<file path="src/rtl/tmr_pkg.sv">
package tmr_pkg;
  localparam int unsigned CNT_W   = 16;
  localparam int unsigned NAR_W   = 8;
  localparam int unsigned CODE_W  = 3;

  typedef struct packed {
    logic             run;
    logic             narrow;
    logic             ext;
    logic             fall;
    logic             bypass;
    logic [CODE_W-1:0] code;
  } tmr_cfg_t;
endpackage

</file>
<file path="src/rtl/tmr_edge.sv">
module tmr_edge #(
  parameter int unsigned SYNC_STAGES = 2
) (
  input  logic clk_i,
  input  logic rst_ni,
  input  logic pin_i,
  input  logic fall_i,
  output logic pulse_o
);
  logic [SYNC_STAGES-1:0] sync_q;
  logic                   prev_q;
  logic                   cur;

  assign cur = sync_q[SYNC_STAGES-1];

  always_ff @(posedge clk_i or negedge rst_ni) begin
    if (!rst_ni) begin
      sync_q <= '0;
      prev_q <= 1'b0;
    end else begin
      sync_q <= {sync_q[SYNC_STAGES-2:0], pin_i};
      prev_q <= cur;
    end
  end

  assign pulse_o = fall_i ? (prev_q & ~cur) : (~prev_q & cur);

  // a detected edge cannot repeat on the next cycle
  AST_EDGE_SINGLE: assert property (@(posedge clk_i) disable iff (!rst_ni)
    pulse_o && $stable(fall_i) |=> !pulse_o);
endmodule

</file>
<file path="src/rtl/tmr_prescale.sv">
module tmr_prescale #(
  parameter int unsigned CODE_W = 3,
  localparam int unsigned PS_W  = 2 ** CODE_W
) (
  input  logic              clk_i,
  input  logic              rst_ni,
  input  logic              ev_i,
  input  logic              bypass_i,
  input  logic [CODE_W-1:0] code_i,
  input  logic              clr_i,
  output logic              inc_o
);
  logic [PS_W-1:0] ps_q;
  logic [PS_W-1:0] lim;
  logic            last;

  assign lim  = {PS_W{1'b1}} >> (PS_W - 1 - int'(code_i));
  assign last = (ps_q >= lim);  // tolerate a code lowered mid-count

  always_ff @(posedge clk_i or negedge rst_ni) begin
    if (!rst_ni)                ps_q <= '0;
    else if (clr_i)             ps_q <= '0;
    else if (ev_i && !bypass_i) ps_q <= last ? '0 : ps_q + 1'b1;
  end

  assign inc_o = bypass_i ? ev_i : (ev_i & last);

  AST_PS_CLEARED: assert property (@(posedge clk_i) disable iff (!rst_ni)
    clr_i |=> ps_q == '0);
  AST_PS_HOLD: assert property (@(posedge clk_i) disable iff (!rst_ni)
    !ev_i && !clr_i |=> $stable(ps_q));
endmodule

</file>
<file path="src/rtl/tmr_count.sv">
module tmr_count #(
  parameter int unsigned CNT_W = 16,
  parameter int unsigned NAR_W = 8
) (
  input  logic             clk_i,
  input  logic             rst_ni,
  input  logic             inc_i,
  input  logic             narrow_i,
  input  logic             wr_en_i,
  input  logic [CNT_W-1:0] wr_data_i,
  input  logic             flag_clr_i,
  output logic [CNT_W-1:0] cnt_o,
  output logic             flag_o
);
  logic [CNT_W-1:0] cnt_q;
  logic [NAR_W-1:0] lo;
  logic             wrap;
  logic             ovf;

  assign lo   = cnt_q[NAR_W-1:0];
  assign wrap = narrow_i ? (&lo) : (&cnt_q);
  assign ovf  = inc_i & ~wr_en_i & wrap;

  always_ff @(posedge clk_i or negedge rst_ni) begin
    if (!rst_ni)       cnt_q <= '0;
    else if (wr_en_i)  cnt_q <= wr_data_i;
    else if (inc_i) begin
      if (narrow_i) cnt_q <= {cnt_q[CNT_W-1:NAR_W], lo + 1'b1};
      else          cnt_q <= cnt_q + 1'b1;
    end
  end

  always_ff @(posedge clk_i or negedge rst_ni) begin
    if (!rst_ni)         flag_o <= 1'b0;
    else if (ovf)        flag_o <= 1'b1;
    else if (flag_clr_i) flag_o <= 1'b0;
  end

  assign cnt_o = cnt_q;

  AST_WRITE_LOADS: assert property (@(posedge clk_i) disable iff (!rst_ni)
    wr_en_i |=> cnt_q == $past(wr_data_i));
  AST_WRAP_SETS_FLAG: assert property (@(posedge clk_i) disable iff (!rst_ni)
    inc_i && !wr_en_i && wrap |=> flag_o);
  AST_FLAG_STICKY: assert property (@(posedge clk_i) disable iff (!rst_ni)
    flag_o && !flag_clr_i |=> flag_o);
  AST_WIDE_WRAP_ZERO: assert property (@(posedge clk_i) disable iff (!rst_ni)
    inc_i && !wr_en_i && !narrow_i && (&cnt_q) |=> cnt_q == '0);
endmodule

</file>
<file path="src/rtl/tmr_unit.sv">
module tmr_unit
  import tmr_pkg::*;
(
  input  logic              clk_i,
  input  logic              rst_ni,
  input  logic              run_en_i,
  input  logic              narrow_i,
  input  logic              ext_sel_i,
  input  logic              fall_sel_i,
  input  logic              ps_bypass_i,
  input  logic [CODE_W-1:0] ps_code_i,
  input  logic              tick_i,
  input  logic              ext_pin_i,
  input  logic              wr_en_i,
  input  logic [CNT_W-1:0]  wr_data_i,
  input  logic              flag_clr_i,
  output logic [CNT_W-1:0]  count_o,
  output logic              ovf_flag_o
);
  tmr_cfg_t cfg;
  logic     pin_ev;
  logic     ev;
  logic     inc;

  assign cfg = '{run: run_en_i, narrow: narrow_i, ext: ext_sel_i,
                 fall: fall_sel_i, bypass: ps_bypass_i, code: ps_code_i};

  tmr_edge #(.SYNC_STAGES(2)) u_edge (
    .clk_i, .rst_ni, .pin_i(ext_pin_i), .fall_i(cfg.fall), .pulse_o(pin_ev)
  );

  assign ev = cfg.run & (cfg.ext ? pin_ev : tick_i);

  tmr_prescale #(.CODE_W(CODE_W)) u_ps (
    .clk_i, .rst_ni, .ev_i(ev), .bypass_i(cfg.bypass), .code_i(cfg.code),
    .clr_i(wr_en_i), .inc_o(inc)
  );

  tmr_count #(.CNT_W(CNT_W), .NAR_W(NAR_W)) u_cnt (
    .clk_i, .rst_ni, .inc_i(inc), .narrow_i(cfg.narrow), .wr_en_i,
    .wr_data_i, .flag_clr_i, .cnt_o(count_o), .flag_o(ovf_flag_o)
  );

  AST_HOLD_WHEN_OFF: assert property (@(posedge clk_i) disable iff (!rst_ni)
    !run_en_i && !wr_en_i |=> $stable(count_o));
  AST_NARROW_HI_HOLD: assert property (@(posedge clk_i) disable iff (!rst_ni)
    narrow_i && !wr_en_i |=> $stable(count_o[CNT_W-1:NAR_W]));
  AST_TICK_IGNORED: assert property (@(posedge clk_i) disable iff (!rst_ni)
    ext_sel_i && !pin_ev && !wr_en_i |=> $stable(count_o));
endmodule

</file>
<file path="config.mk">
export PLATFORM = sky130hd
export DESIGN_NAME = tmr_unit
export DESIGN_NICKNAME = d
export VERILOG_FILES = /design/src/rtl/tmr_pkg.sv /design/src/rtl/tmr_edge.sv /design/src/rtl/tmr_prescale.sv /design/src/rtl/tmr_count.sv /design/src/rtl/tmr_unit.sv
export SDC_FILE = /design/constraint.sdc
export NUM_CORES = 1
export LEC_CHECK = 0
export ABC_AREA = 1
export BUFFER_PORTS_ARGS = -buffer_cell sky130_fd_sc_hd__buf_2
export CORE_MARGIN = 1
export CORE_UTILIZATION = 49
export CTS_CLUSTER_DIAMETER = 80
export CTS_CLUSTER_SIZE = 8
export DETAILED_ROUTE_END_ITERATION = 12
export PLACE_DENSITY_LB_ADDON = 0.1
export SKIP_LAST_GASP = 1
export SLEW_MARGIN = 20
export SYNTH_ARGS = -nofsm -noshare
export SYNTH_HDL_FRONTEND = slang
export SYNTH_SLANG_ARGS = --single-unit
</file>
<file path="constraint.sdc">
create_clock -name clk_i -period 1.7 [get_ports clk_i]
set_input_delay 0.17 -clock clk_i [delete_from_list [all_inputs] [get_ports clk_i]]
set_output_delay 0.17 -clock clk_i [all_outputs]
set_load 0.02 [all_outputs]
</file>
== Word level (Yosys, flattened, before mapping) ==
Cells that the tools add are included.
Word-level totals
  bits in registers: 28
  logic and storage cells: 42
Cells by class
  reductions and logical operators: 8
  mux-type cells: 12
  eq/ne operators: 1
  order comparisons: 1
  shifts and indexed selects: 1
  add/sub/neg operators: 4
  bitwise operators: 9
Operator list (count)
  2-to-1 mux 16 bit: 3
  right shift 8 x 32 -> 8 bit, first input constant: 1
  2-to-1 mux 8 bit: 3
  adder 16 x 1 -> 16 bit, second input constant: 1
  adder 8 x 1 -> 8 bit, second input constant: 2
  AND reduction 16 bit: 1
  >= comparator 8 bit: 1
  AND reduction 8 bit: 1
  AND 1 bit: 6
  2-to-1 mux 1 bit: 6
  nonzero test 2 bit: 3
  subtractor 3 x 3 -> 4 bit, first input constant: 1
  inverter 1 bit: 3
  inequality test 2 x 1 -> 1 bit, second input constant: 1
  AND reduction 2 bit: 1
  logical AND 1 bit: 1
  logical NOT 1 bit: 1

== Longest topological paths before layout ==
Gate-level depths: netlist (run 1).
  word-level depth: 10
  mapped depth: 13
  depth with buffers taken out: 12

== Cells and area by module ==
A second synthesis (run 1) with hierarchy kept.
Second synthesis, totals
  cells, all modules: 296
  area, all modules: 2037.0 sq um
Modules (own cells, without submodules)
  tmr_count: area each 1169.9 sq um, cells an instance 186, instances 1
  tmr_prescale: area each 745.7 sq um, cells an instance 96, instances 1
  tmr_edge: area each 100.1 sq um, cells an instance 9, instances 1
  tmr_unit: area each 21.3 sq um, cells an instance 5, instances 1

== Worst setup path after synthesis (run 1) ==
Ideal clock, no wire load.
  path type: reg2reg
  from: reg u_ps.ps_q[7]
  to: reg u_cnt.cnt_q[4], in the netlist u_cnt.cnt_o[4]
  slack: 0.095 ns
  arrival time: 1.486 ns
  cell stages (with the launch flop): 10
  library setup time: 0.119 ns
  cell sequence: dfrtp_1 > ha_1 > a21o_1 > nor2_2 > nand3_4 > nand2_4 > nand2_2 > buf_6 > nand2_2 > o21ai_2
Between the ends
  longest elaborated chain between the ends: 4
RTL lines
  start: declaration: RTL line tmr_prescale.sv:13  | logic [PS_W-1:0] ps_q;
  start signal: assignment: RTL line tmr_prescale.sv:23  | else if (ev_i && !bypass_i) ps_q <= last ? '0 : ps_q + 1'b1;
  >= comparator 8 bit: RTL line tmr_prescale.sv:18  | assign last = (ps_q >= lim);
  AND 1 bit: RTL line tmr_prescale.sv:26  | assign inc_o = bypass_i ? ev_i : (ev_i & last);
  2-to-1 mux 1 bit: RTL line tmr_prescale.sv:26
  nonzero test 2 bit (no source line)
  end signal: assignment: RTL line tmr_count.sv:26  | else if (wr_en_i) cnt_q <= wr_data_i;
  end signal: assignment: RTL line tmr_count.sv:28  | if (narrow_i) cnt_q <= {cnt_q[CNT_W-1:NAR_W], lo + 1'b1};
  end signal: assignment: RTL line tmr_count.sv:29  | else cnt_q <= cnt_q + 1'b1;
  end: declaration: RTL line tmr_count.sv:15  | logic [CNT_W-1:0] cnt_q;
Every way passes these cells.
A chain may end at the register's enable or synchronous reset.

== Worst setup path in the final report (run 1) ==
  from: reg u_ps.ps_q[7]
  to: reg u_cnt.cnt_q[14], in the netlist u_cnt.cnt_o[14]
Between the ends
  longest elaborated chain between the ends: 5
RTL lines (RTL line)
  >= comparator 8 bit: tmr_prescale.sv:18
  AND 1 bit: tmr_prescale.sv:26
  2-to-1 mux 1 bit: tmr_prescale.sv:26
  nonzero test 2 bit (no source line)
  AND reduction 2 bit (no source line)
Every way passes these cells.

==> reports/metrics.cfg, run 1 <==
[sta]
slew_headroom_pct = 56.4
fin_skew_ps = 12.4
hold_violations = 0
maxSlewViolCount = 0
tns_ps = 0
fin_crit_ps = 1630
fmax_ghz = 0.614
worst_pin_slew_ps = 653
period_share_pct = 95.8
fin_ws_ps = 70.6
setup_viol = 0

[synthesis]
synth_seq_cells = 28
synth.top_cell.area_share_pct = 32.9
post-synth-top-count-cell = nand2_1
avgSynthCellArea_um2 = 6.87
synth_flop_cell = dfrtp_1
syn_area_um2 = 2130
synthDistinctLibCells = 28
yosysWarnings = 0
synthSimpleGateAreaFrac_pct = 44.2
synth_xor_area_share_pct = 2.47
synth_compound_area_share_pct = 7.29
synth_top_cell_by_area = dfrtp_1
synth_top_family_by_area = simple AND/OR/NAND/NOR gates
async_reset_ff_share_pct = 100
synthTopCellsByCount = nand2_1 (109), nand3_1 (35), inv_1 (33), dfrtp_1 (28), nor2_1 (22)
synth_adder_area_share_pct = 5.29
netlist_instances = 310
synth_edf_count = 0
synth_fp_nets = 349
synth_area_leaders = dfrtp_1 (33%), nand2_1 (19%), nand3_1 (8.2%), inv_1 (5.8%), ha_1 (5.3%)
synth_mux_area_share_pct = 0
ys_seq_area_share_pct = 32.9

[grt]
grt_max_degree = 29
grt_pass1_vias = 1799
overflow = 0
antenna_found_initial = 0
grt_pass1_wl_um = 8220
grtUsageTotal_pct = 23.5

[detailed_routing]
drc = 0
vias = 2074
ant_nets = 0
routed_via_density = 4.95
dr.pass1.iters = 4
totalWireLength_um = 4970
drtIter0Drc = 131
wl_per_cell_um = 11.9

[critical_path]
reg2reg_depth = 9
cp_max_fo = 6
crit_arrival_ps = 1800
crit_type = flip-flop to flip-flop
setup.worst_path.start_class = flip-flop
worst_ep_required_time_ps = 1870
cp-end-kind = flip-flop
reg2reg_slack_ps = 70
reg2reg_to = u_cnt.cnt_o[14]$_DFFE_PN0P_
r2r_start = u_ps.ps_q[7]$_DFFE_PN0P_

[finish]
layout-drive-gt1-share_pct = 26.3
nets = 409
fillers = 383
antennaDiodeCount = 0
stdcell_count = 419
stdcell_area_um2 = 2620
syn2layout_area_growth_pct = 23.0
utilization_pct = 64.1

[run_status]
status = complete, no violations

[clock_tree]
cts_tree = done
cts-buffers-inserted = 3
clk_pin_slew_ps = 100
clock_path_buffers = 2
clockRootBuffer = clkbuf_8
ctsHtreeMaxLevel = 1
clock_latency_ps = 280
cts.sinks = 28

[power_and_ir_drop]
power_frac_seq_pct = 46.7
swShare_pct = 34.7
total_leakage_power_nw = 1.43
max-vdd-ir-drop_mv = 0.366
combPwrFrac_pct = 28.0
power.density_nw_per_um2 = 648
switchingPower_mw = 0.589
pwr-share-clk_pct = 25.3
p_int_mw = 1.11

[die]
fp.dieH_um = 67.9
ios = 47
placementRows = 23
start_util_pct = 52.1
core_area_um2 = 4090
dieArea_um2 = 4610
die_w_um = 67.9

[placement]
gp_congestion = 0.882
dp_cells = 412
hpwl_um = 3780
pre_cts_ws_ps = -79.9
numPortBuffers = 46
dpl_cell_area_um2 = 2480

[worst_hold_path]
hp-class = primary input to flip-flop
worstHoldEndpoint = u_cnt.flag_o$_DFFE_PN0P_
holdPathStages = 2
hp-start = flag_clr_i

[flow_run]
maxCapViolCount = 0

cells in the final DEF (no fill, tap or decap), drive strengths merged:
master / Yosys / final
nand2: 118 / 118
buf: 3 / 59
nand3: 39 / 39
inv: 36 / 36
nor2: 30 / 30
dfrtp: 28 / 28
o21ai: 17 / 17
ha: 9 / 9
nor3: 6 / 6
nand4: 5 / 5
xor2: 5 / 5
a21oi: 5 / 5
clkbuf: 3 / 4
o21bai: 2 / 2
a21o: 2 / 2
dlygate4sd3: 0 / 2
or2: 1 / 1
xnor2: 1 / 1
worst max path at each step:
stage,from,to,slack [ps],cells past startpoint
finish,u_ps.ps_q[7]$_DFFE_PN0P_,u_cnt.cnt_o[14]$_DFFE_PN0P_,70,9
global route,u_ps.ps_q[7]$_DFFE_PN0P_,u_cnt.cnt_o[14]$_DFFE_PN0P_,-8,9
global placement,ps_code_i[0],u_cnt.cnt_o[3]$_DFFE_PN0P_,-120,13
CTS,u_ps.ps_q[7]$_DFFE_PN0P_,u_cnt.cnt_o[14]$_DFFE_PN0P_,8,8
detailed placement,ps_code_i[1],u_cnt.cnt_o[3]$_DFFE_PN0P_,-80,13
floorplan,u_ps.ps_q[7]$_DFFE_PN0P_,u_cnt.cnt_o[4]$_DFFE_PN0P_,90,9
stage by stage:
stage | total power, mW | hold slack, ps
detailed placement | 1.27 | 245
finish | 1.70 | 62.3
CTS | 1.71 | 57.0
floorplan | 1.10 | -126
global placement | 1.26 | 244
global route | 1.80 | 83.4
worst max-delay path, cell delays in order (launching register included):
cell and delay [ps]:
dfrtp_1 430, ha_4 290, nand2_1 80, a21oi_2 180, nor2_4 60, nand3_4 100
nand3_4 110, buf_6 150, nand3_1 60, nand2_1 60
routing by layer:
metal / GRT usage, % / vias to the layer above / routed length (um)
met4: 5.21 / 0 / 45
li1: - / 1111 / -
met2: 37.7 / 57 / 2220
met1: 33.5 / 900 / 2460
met3: 2.83 / 6 / 243
met5: 0 / - / 0
logic make-up after synthesis:
logic type               after synthesis
AND/OR/NAND/NOR                      199
buffers and inverters                 42
flip-flops                            28
AO/OA/AOI/OAI                         26
adder cells (fa/ha/maj)                9
XOR/XNOR                               6
cell type report:
type | count | area [um^2] | share of cell area [%]
repair buffers | 61 | 352 | 13.4
multi-input cells | 240 | 1310 | 50.1
inverters | 36 | 135 | 5.16
clock buffers | 4 | 55.1 | 2.10
well taps | 50 | 62.6 | 2.39
flip-flops and latches | 28 | 701 | 26.8
power by group through the flow:
stage / Combinational, mW / Sequential, mW / Clock (mW)
2_1_floorplan: 0.234 / 0.862 / 0
3_3_place_gp: 0.461 / 0.804 / 0
3_5_place_dp: 0.465 / 0.805 / 0
4_1_cts: 0.473 / 0.792 / 0.447
5_1_grt: 0.534 / 0.804 / 0.465
6_report: 0.475 / 0.793 / 0.430
registers in the layout (all words and copies together) (netlist names):
signal / count
u_cnt.flag_o: 1
u_cnt.cnt_o: 16
u_edge.prev_q: 1
u_ps.ps_q: 8
u_edge.sync_q: 2
what timing repair did:
action | 4_1_cts | 5_1_grt
hold buffers | 2 | 0
gates resized for setup | 2 | 8
buffers inserted | 0 | 1
hold endpoints to repair | 29 | 0
setup endpoints to repair | 11 | 24
pin swaps | 0 | 1
Power figures use the tool's default switching activity.
==> run 2: changes to the inputs <==
--- a/config.mk
+++ b/config.mk
@@ -6,7 +6,7 @@
 export NUM_CORES = 1
 export LEC_CHECK = 0
 export ABC_AREA = 1
-export BUFFER_PORTS_ARGS = -buffer_cell sky130_fd_sc_hd__buf_2
+export BUFFER_PORTS_ARGS = -buffer_cell sky130_fd_sc_hd__clkbuf_2
 export CORE_MARGIN = 1
 export CORE_UTILIZATION = 49
 export CTS_CLUSTER_DIAMETER = 80
==> run 2 against run 1 <==
- count of clock-buffer cells in the layout is 1 lower
- routed wire length increased by 1.6%
- cell area up 0.33%
- first-iteration DRC count down 34%
- sequential power is essentially flat
- highest routed layer unchanged
- clock power decreased by 13%
- critical path depth unchanged
- non-clock buffer count stayed put
==> reports/metrics.cfg, run 2 (synthesis results as in run 1) <==
[critical_path]
reg2reg_to = u_cnt.cnt_o[9]$_DFFE_PN0P_
cp-end-kind = flip-flop
worst_ep_required_time_ps = 1880  ; about the same
crit_arrival_ps = 1790  ; about the same
cp_cell_sequence = ha_4, nand2_1, a21oi_2, nor2_4, nand3_4, nand3_4, buf_6, nand3_1, nand2_1
r2r_start = u_ps.ps_q[7]$_DFFE_PN0P_
setup.worst_path.start_class = flip-flop
reg2reg_depth = 9  ; unchanged
cp_max_fo = 7  ; +1
crit_type = flip-flop to flip-flop
crit_slowest_cell = dfrtp_1
critical_path.max_stage_delay_ps = 430  ; about the same
reg2reg_slack_ps = 90  ; +20 ps

[detailed_routing]
drtIter0Drc = 86  ; -34%
ant_nets = 0  ; unchanged
vias = 2116  ; +2.0%
drc = 0  ; unchanged
totalWireLength_um = 5040  ; +1.6%
wl_per_cell_um = 12.1  ; +1.8%
routed_via_density = 5.06  ; +2.3%
dr.pass1.iters = 4  ; unchanged

[die]
fp.dieH_um = 67.9  ; unchanged
core_area_um2 = 4090  ; unchanged
dieArea_um2 = 4610  ; unchanged
start_util_pct = 52.1  ; unchanged
die_w_um = 67.9  ; unchanged
placementRows = 23  ; unchanged
ios = 47  ; unchanged

[finish]
largest_reg_flops = 16  ; unchanged
multi_input_area_um2 = 1330  ; +1.4%
stdcell_area_um2 = 2630  ; +0.33%
layout.area.seq_um2 = 701  ; unchanged
final_cell_mix = nand2_1 (106), clkbuf_2 (46), nand3_1 (35), inv_1 (33), dfrtp_1 (28)
antennaDiodeCount = 0  ; unchanged
layout-drive-gt1-share_pct = 26.6  ; +0.34 points
nets = 409  ; unchanged
layout_commonest_cell = nand2_1
syn2layout_area_growth_pct = 23.4
fillers = 373  ; -2.6%

[sta]
maxSlewViolCount = 0  ; unchanged
period_share_pct = 94.8  ; -1.0 points
setup_viol = 0  ; unchanged
fmax_ghz = 0.620  ; +1.1%
hold_ws_ps = 78.2  ; +15.9 ps
fin_crit_ps = 1610  ; -17.1 ps
slew_headroom_pct = 48.8  ; -7.6 points
hold_violations = 0  ; unchanged
fin_skew_ps = 8.60  ; -3.82 ps
worst_pin_slew_ps = 767  ; +114 ps
fin_ws_ps = 87.7  ; +17.1 ps

[clock_tree]
clockRootBuffer = clkbuf_8
cts-buffers-inserted = 3  ; unchanged
clk_pin_slew_ps = 100  ; about the same
cts.sinks = 28  ; unchanged
clock_path_buffers = 2  ; unchanged
ctsHtreeMaxLevel = 1  ; unchanged
clock_latency_ps = 280  ; about the same
cts_tree = done

[placement]
gp_congestion = 0.888  ; +0.73%
hpwl_um = 3800  ; +0.55%
pre_cts_ws_ps = -81.3  ; -1.36 ps
dpl_cell_area_um2 = 2480  ; unchanged
numPortBuffers = 46  ; unchanged

[grt]
overflow = 0  ; unchanged
antenna_found_initial = 0  ; unchanged
use_met3_pct = 3.00  ; +0.17 points
grt_use_met2_pct = 38.1  ; +0.37 points
grt_pass1_vias = 1934  ; +7.5%
grtUsageMet1_pct = 33.3  ; -0.27 points
grt.busiest_layer = met2
grt_pass1_wl_um = 8350  ; +1.5%
grt_max_degree = 29  ; unchanged
grtUsageTotal_pct = 23.7  ; +0.20 points

[worst_hold_path]
hp-start = flag_clr_i
holdPathStages = 2  ; unchanged
worstHoldEndpoint = u_cnt.flag_o$_DFFE_PN0P_
hp-class = primary input to flip-flop

[power_and_ir_drop]
max-vdd-ir-drop_mv = 0.382  ; +4.2%
p_total_mw = 1.65  ; -2.7%
total_leakage_power_nw = 1.43  ; -0.16%
power.density_nw_per_um2 = 629  ; -3.0%

[run_status]
status = complete, no violations

[flow_run]
maxCapViolCount = 0  ; unchanged

## run 2: worst max path at each step
stage / cells past startpoint / end / slack [ps] / from
after global routing: 11 / u_cnt.cnt_o[15]$_DFFE_PN0P_ / -10 / u_ps.ps_q[1]$_DFFE_PN0P_
final: 9 / u_cnt.cnt_o[9]$_DFFE_PN0P_ / 90 / u_ps.ps_q[7]$_DFFE_PN0P_
after detailed placement: 11 / u_cnt.cnt_o[0]$_DFFE_PN0P_ / -80 / ps_code_i[1]
after floorplan: 9 / u_cnt.cnt_o[4]$_DFFE_PN0P_ / 90 / u_ps.ps_q[7]$_DFFE_PN0P_
after CTS: 8 / u_cnt.cnt_o[10]$_DFFE_PN0P_ / 40 / u_ps.ps_q[7]$_DFFE_PN0P_
after global placement: 13 / u_cnt.cnt_o[3]$_DFFE_PN0P_ / -100 / ps_code_i[1]
## run 2: where the power goes
part	internal (mW)	switching, mW	total [mW]
logic	0.181	0.300	0.481
clock network	0.160	0.216	0.375
registers	0.721	0.0733	0.795
total	1.06	0.589	1.65
## run 2: per-stage QoR
step | TNS, ps | util (%) | instances
finish | 0 | 64.3 | 418
global placement | -928 | 60.7 | 412
CTS | 0 | 62.3 | 417
detailed placement | -585 | 60.7 | 412
floorplan | 0 | - | 310
global route | -13.4 | 64.3 | 418
## run 2: worst max-delay path, delay by kind of cell (launching register included)
kind	cells	cell delay (ps)
simple gates	6	460
flops	1	430
fa+ha+maj	1	280
compound gates	1	180
buf+inv	1	150
## run 2: final cells by class
cell class,instances,area share [%]
multi-input combinational,240,50.7
sequential,28,26.7
timing repair buffer,61,13.5
inverter,36,5.15
tap,50,2.38
clock buffer,3,1.57
## run 2: timing repair
item | 4_1_cts | 5_1_grt
hold buffers | 2 | 0
pin swaps | 0 | 1
buffers inserted | 0 | 1
resized for setup | 2 | 13
setup endpoints to repair | 11 | 24
hold endpoints to repair | 29 | 0
## run 2: per-layer routing
metal  vias to the layer above  routed length, um
met1                       954               2450
met5                         -                  0
met3                         2                263
met2                        55               2310
met4                         0                 28
li1                       1105                  -
==> run 3: changes to the inputs <==
--- a/config.mk
+++ b/config.mk
@@ -8,7 +8,7 @@
 export ABC_AREA = 1
 export BUFFER_PORTS_ARGS = -buffer_cell sky130_fd_sc_hd__clkbuf_2
 export CORE_MARGIN = 1
-export CORE_UTILIZATION = 49
+export CORE_UTILIZATION = 55
 export CTS_CLUSTER_DIAMETER = 80
 export CTS_CLUSTER_SIZE = 8
 export DETAILED_ROUTE_END_ITERATION = 12
==> constraint.sdc (replaced) <==
create_clock -name clk_i -period 1.6 [get_ports clk_i]
set_input_delay 0.16 -clock clk_i [delete_from_list [all_inputs] [get_ports clk_i]]
set_output_delay 0.16 -clock clk_i [all_outputs]
set_load 0.02 [all_outputs]
==> run 3 against run 2 <==
- the flow now finishes with violations (setup timing)
- register-to-register slack worse by 120 ps
- combinational power rose by 18%
- die area shrank 11%
- first-iteration DRC count increased by 40%
- worst hold slack got worse by 27 ps
- largest power group unchanged
==> reports/metrics.cfg, run 3 (synthesis results as in run 1) <==
[die]
ios = 47  ; unchanged
die_w_um = 64.2  ; -5.4%
fp.dieH_um = 64.2  ; -5.4%
core_area_um2 = 3690  ; -9.7%
dieArea_um2 = 4120  ; -11%
start_util_pct = 57.7  ; +5.6 points
placementRows = 22  ; -4.3%

[sta]
fmax_ghz = 0.614  ; -0.95%
slew_headroom_pct = 70.9  ; +22 points
hold_ws_ps = 50.7  ; -27.5 ps
fin_crit_ps = 1630  ; +15.5 ps
worst_pin_slew_ps = 433  ; -335 ps
fin_skew_ps = 9.57  ; +0.976 ps
setup_viol = 14  ; +14
fin_ws_ps = -27.8  ; -116 ps
grt_setup_unrepaired = true
hold_violations = 0  ; unchanged
period_share_pct = 102  ; +6.9 points
maxSlewViolCount = 0  ; unchanged

[worst_hold_path]
hp-class = primary input to flip-flop
holdPathStages = 2  ; unchanged
hp-start = flag_clr_i
worstHoldEndpoint = u_cnt.flag_o$_DFFE_PN0P_

[detailed_routing]
routed_via_density = 5.13  ; +1.3%
drtIter0Drc = 120  ; +40%
vias = 2194  ; +3.7%
wl_per_cell_um = 13.0  ; +8.1%
ant_nets = 0  ; unchanged
dr.pass1.iters = 4  ; unchanged
totalWireLength_um = 5580  ; +11%
drc = 0  ; unchanged

[critical_path]
worst_ep_required_time_ps = 1780  ; -100 ps
reg2reg_slack_ps = -30  ; -120 ps
cp-end-kind = flip-flop
reg2reg_to = u_cnt.cnt_o[3]$_DFFE_PN0P_
reg2reg_depth = 8  ; -1
setup.worst_path.start_class = flip-flop
crit_type = flip-flop to flip-flop
crit_arrival_ps = 1800  ; about the same
r2r_start = u_ps.ps_q[7]$_DFFE_PN0P_
cp_max_fo = 6  ; -1

[grt]
grt_pass1_wl_um = 8970  ; +7.4%
grt_max_degree = 29  ; unchanged
grt_pass1_vias = 2002  ; +3.5%
overflow = 0  ; unchanged
grtUsageTotal_pct = 28.1  ; +4.4 points
antenna_found_initial = 0  ; unchanged

[placement]
gp_congestion = 0.903  ; +1.6%
hpwl_um = 3780  ; -0.63%
dpl_cell_area_um2 = 2540  ; +2.3%
dp_cells = 418  ; +1.5%
numPortBuffers = 46  ; unchanged

[power_and_ir_drop]
total_leakage_power_nw = 1.52  ; +6.6%
p_total_mw = 1.81  ; +9.8%
max-vdd-ir-drop_mv = 0.566  ; +48%
power.density_nw_per_um2 = 642  ; +2.1%

[clock_tree]
clock_path_buffers = 2  ; unchanged
ctsHtreeMaxLevel = 1  ; unchanged
cts.sinks = 28  ; unchanged
cts_tree = done
clock_latency_ps = 280  ; about the same
clockRootBuffer = clkbuf_8
clk_pin_slew_ps = 90  ; about the same
cts-buffers-inserted = 3  ; unchanged

[run_status]
failed_checks = setup timing
status = finished with violations

[finish]
layout_commonest_cell = nand2_1
stdcell_area_um2 = 2820  ; +7.5%
syn2layout_area_growth_pct = 32.7
layout-drive-gt1-share_pct = 33.7  ; +7.1 points
largest_reg_flops = 16  ; unchanged
utilization_pct = 76.6  ; +12 points
final_cell_mix = nand2_1 (98), clkbuf_2 (46), inv_1 (33), nand3_1 (28), dfrtp_1 (28)
nets = 421  ; +2.9%
antennaDiodeCount = 0  ; unchanged
stdcell_count = 428  ; +2.4%

[flow_run]
maxCapViolCount = 0  ; unchanged

## run 3: cell types whose count changed in the layout (fill, tap and decap cells not counted), sizes merged
| cell | previous run | this run |
|---|---|---|
| buf | 13 | 24 |
| nand2 | 118 | 119 |
## run 3: worst max-delay path by stage
stage | start | endpoint | slack [ps]
floorplan | u_ps.ps_q[5]$_DFFE_PN0P_ | u_cnt.cnt_o[4]$_DFFE_PN0P_ | 4
global placement | ps_code_i[1] | u_ps.ps_q[7]$_DFFE_PN0P_ | -90
detailed placement | ps_code_i[1] | u_cnt.cnt_o[0]$_DFFE_PN0P_ | -170
CTS | u_ps.ps_q[1]$_DFFE_PN0P_ | u_cnt.cnt_o[7]$_DFFE_PN0P_ | -2
global route | u_ps.ps_q[3]$_DFFE_PN0P_ | u_cnt.cnt_o[10]$_DFFE_PN0P_ | -140
finish | u_ps.ps_q[7]$_DFFE_PN0P_ | u_cnt.cnt_o[3]$_DFFE_PN0P_ | -30
## run 3: repair_timing
item,4_1_cts,5_1_grt
setup endpoints to repair,22,24
resized for setup,13,29
pin swaps,12,10
hold buffers,2,0
setup buffers,0,4
endpoints found under the hold margin,29,0
cloned,1,0
## run 3: cell type report
class | count | area (um^2)
multi-input combinational | 241 | 1440
fill | 325 | 865
sequential | 28 | 701
timing repair buffer | 72 | 445
inverter | 36 | 135
tap | 48 | 60.1
clock buffer | 3 | 41.3
## run 3: report_power, final
part | switching, mW | internal (mW) | total, mW
registers | 0.0814 | 0.766 | 0.848
logic | 0.354 | 0.213 | 0.567
clock network | 0.229 | 0.170 | 0.399
## run 3: per-stage QoR
| stage | setup TNS, ps | setup slack, ps |
|---|---|---|
| 3_3_place_gp | -904 | -85.4 |
| 6_report | -232 | -27.8 |
| 5_1_grt | -2050 | -138 |
| 2_1_floorplan | 0 | 4.30 |
| 3_5_place_dp | -1940 | -167 |
| 4_1_cts | -2.01 | -2.01 |
## run 3: worst max-delay path, stage by stage (launching register included)
cell and delay [ps]:
dfrtp_1 430, ha_4 230, a21o_1 200, nor2_4 160, nand3_4 130, nand2_4 140, nand2_8 100, nand2_4 80
o21ai_2 50
## run 3: routing by layer
layer,routed length [um],up-vias,part of all wire [%],GRT usage [%]
li1,-,1132,-,-
met1,2500,992,45,37.2
met2,2750,66,49,46.8
met3,282,4,5.1,3.57
met4,46,0,0.82,10.3
met5,0,-,0,0
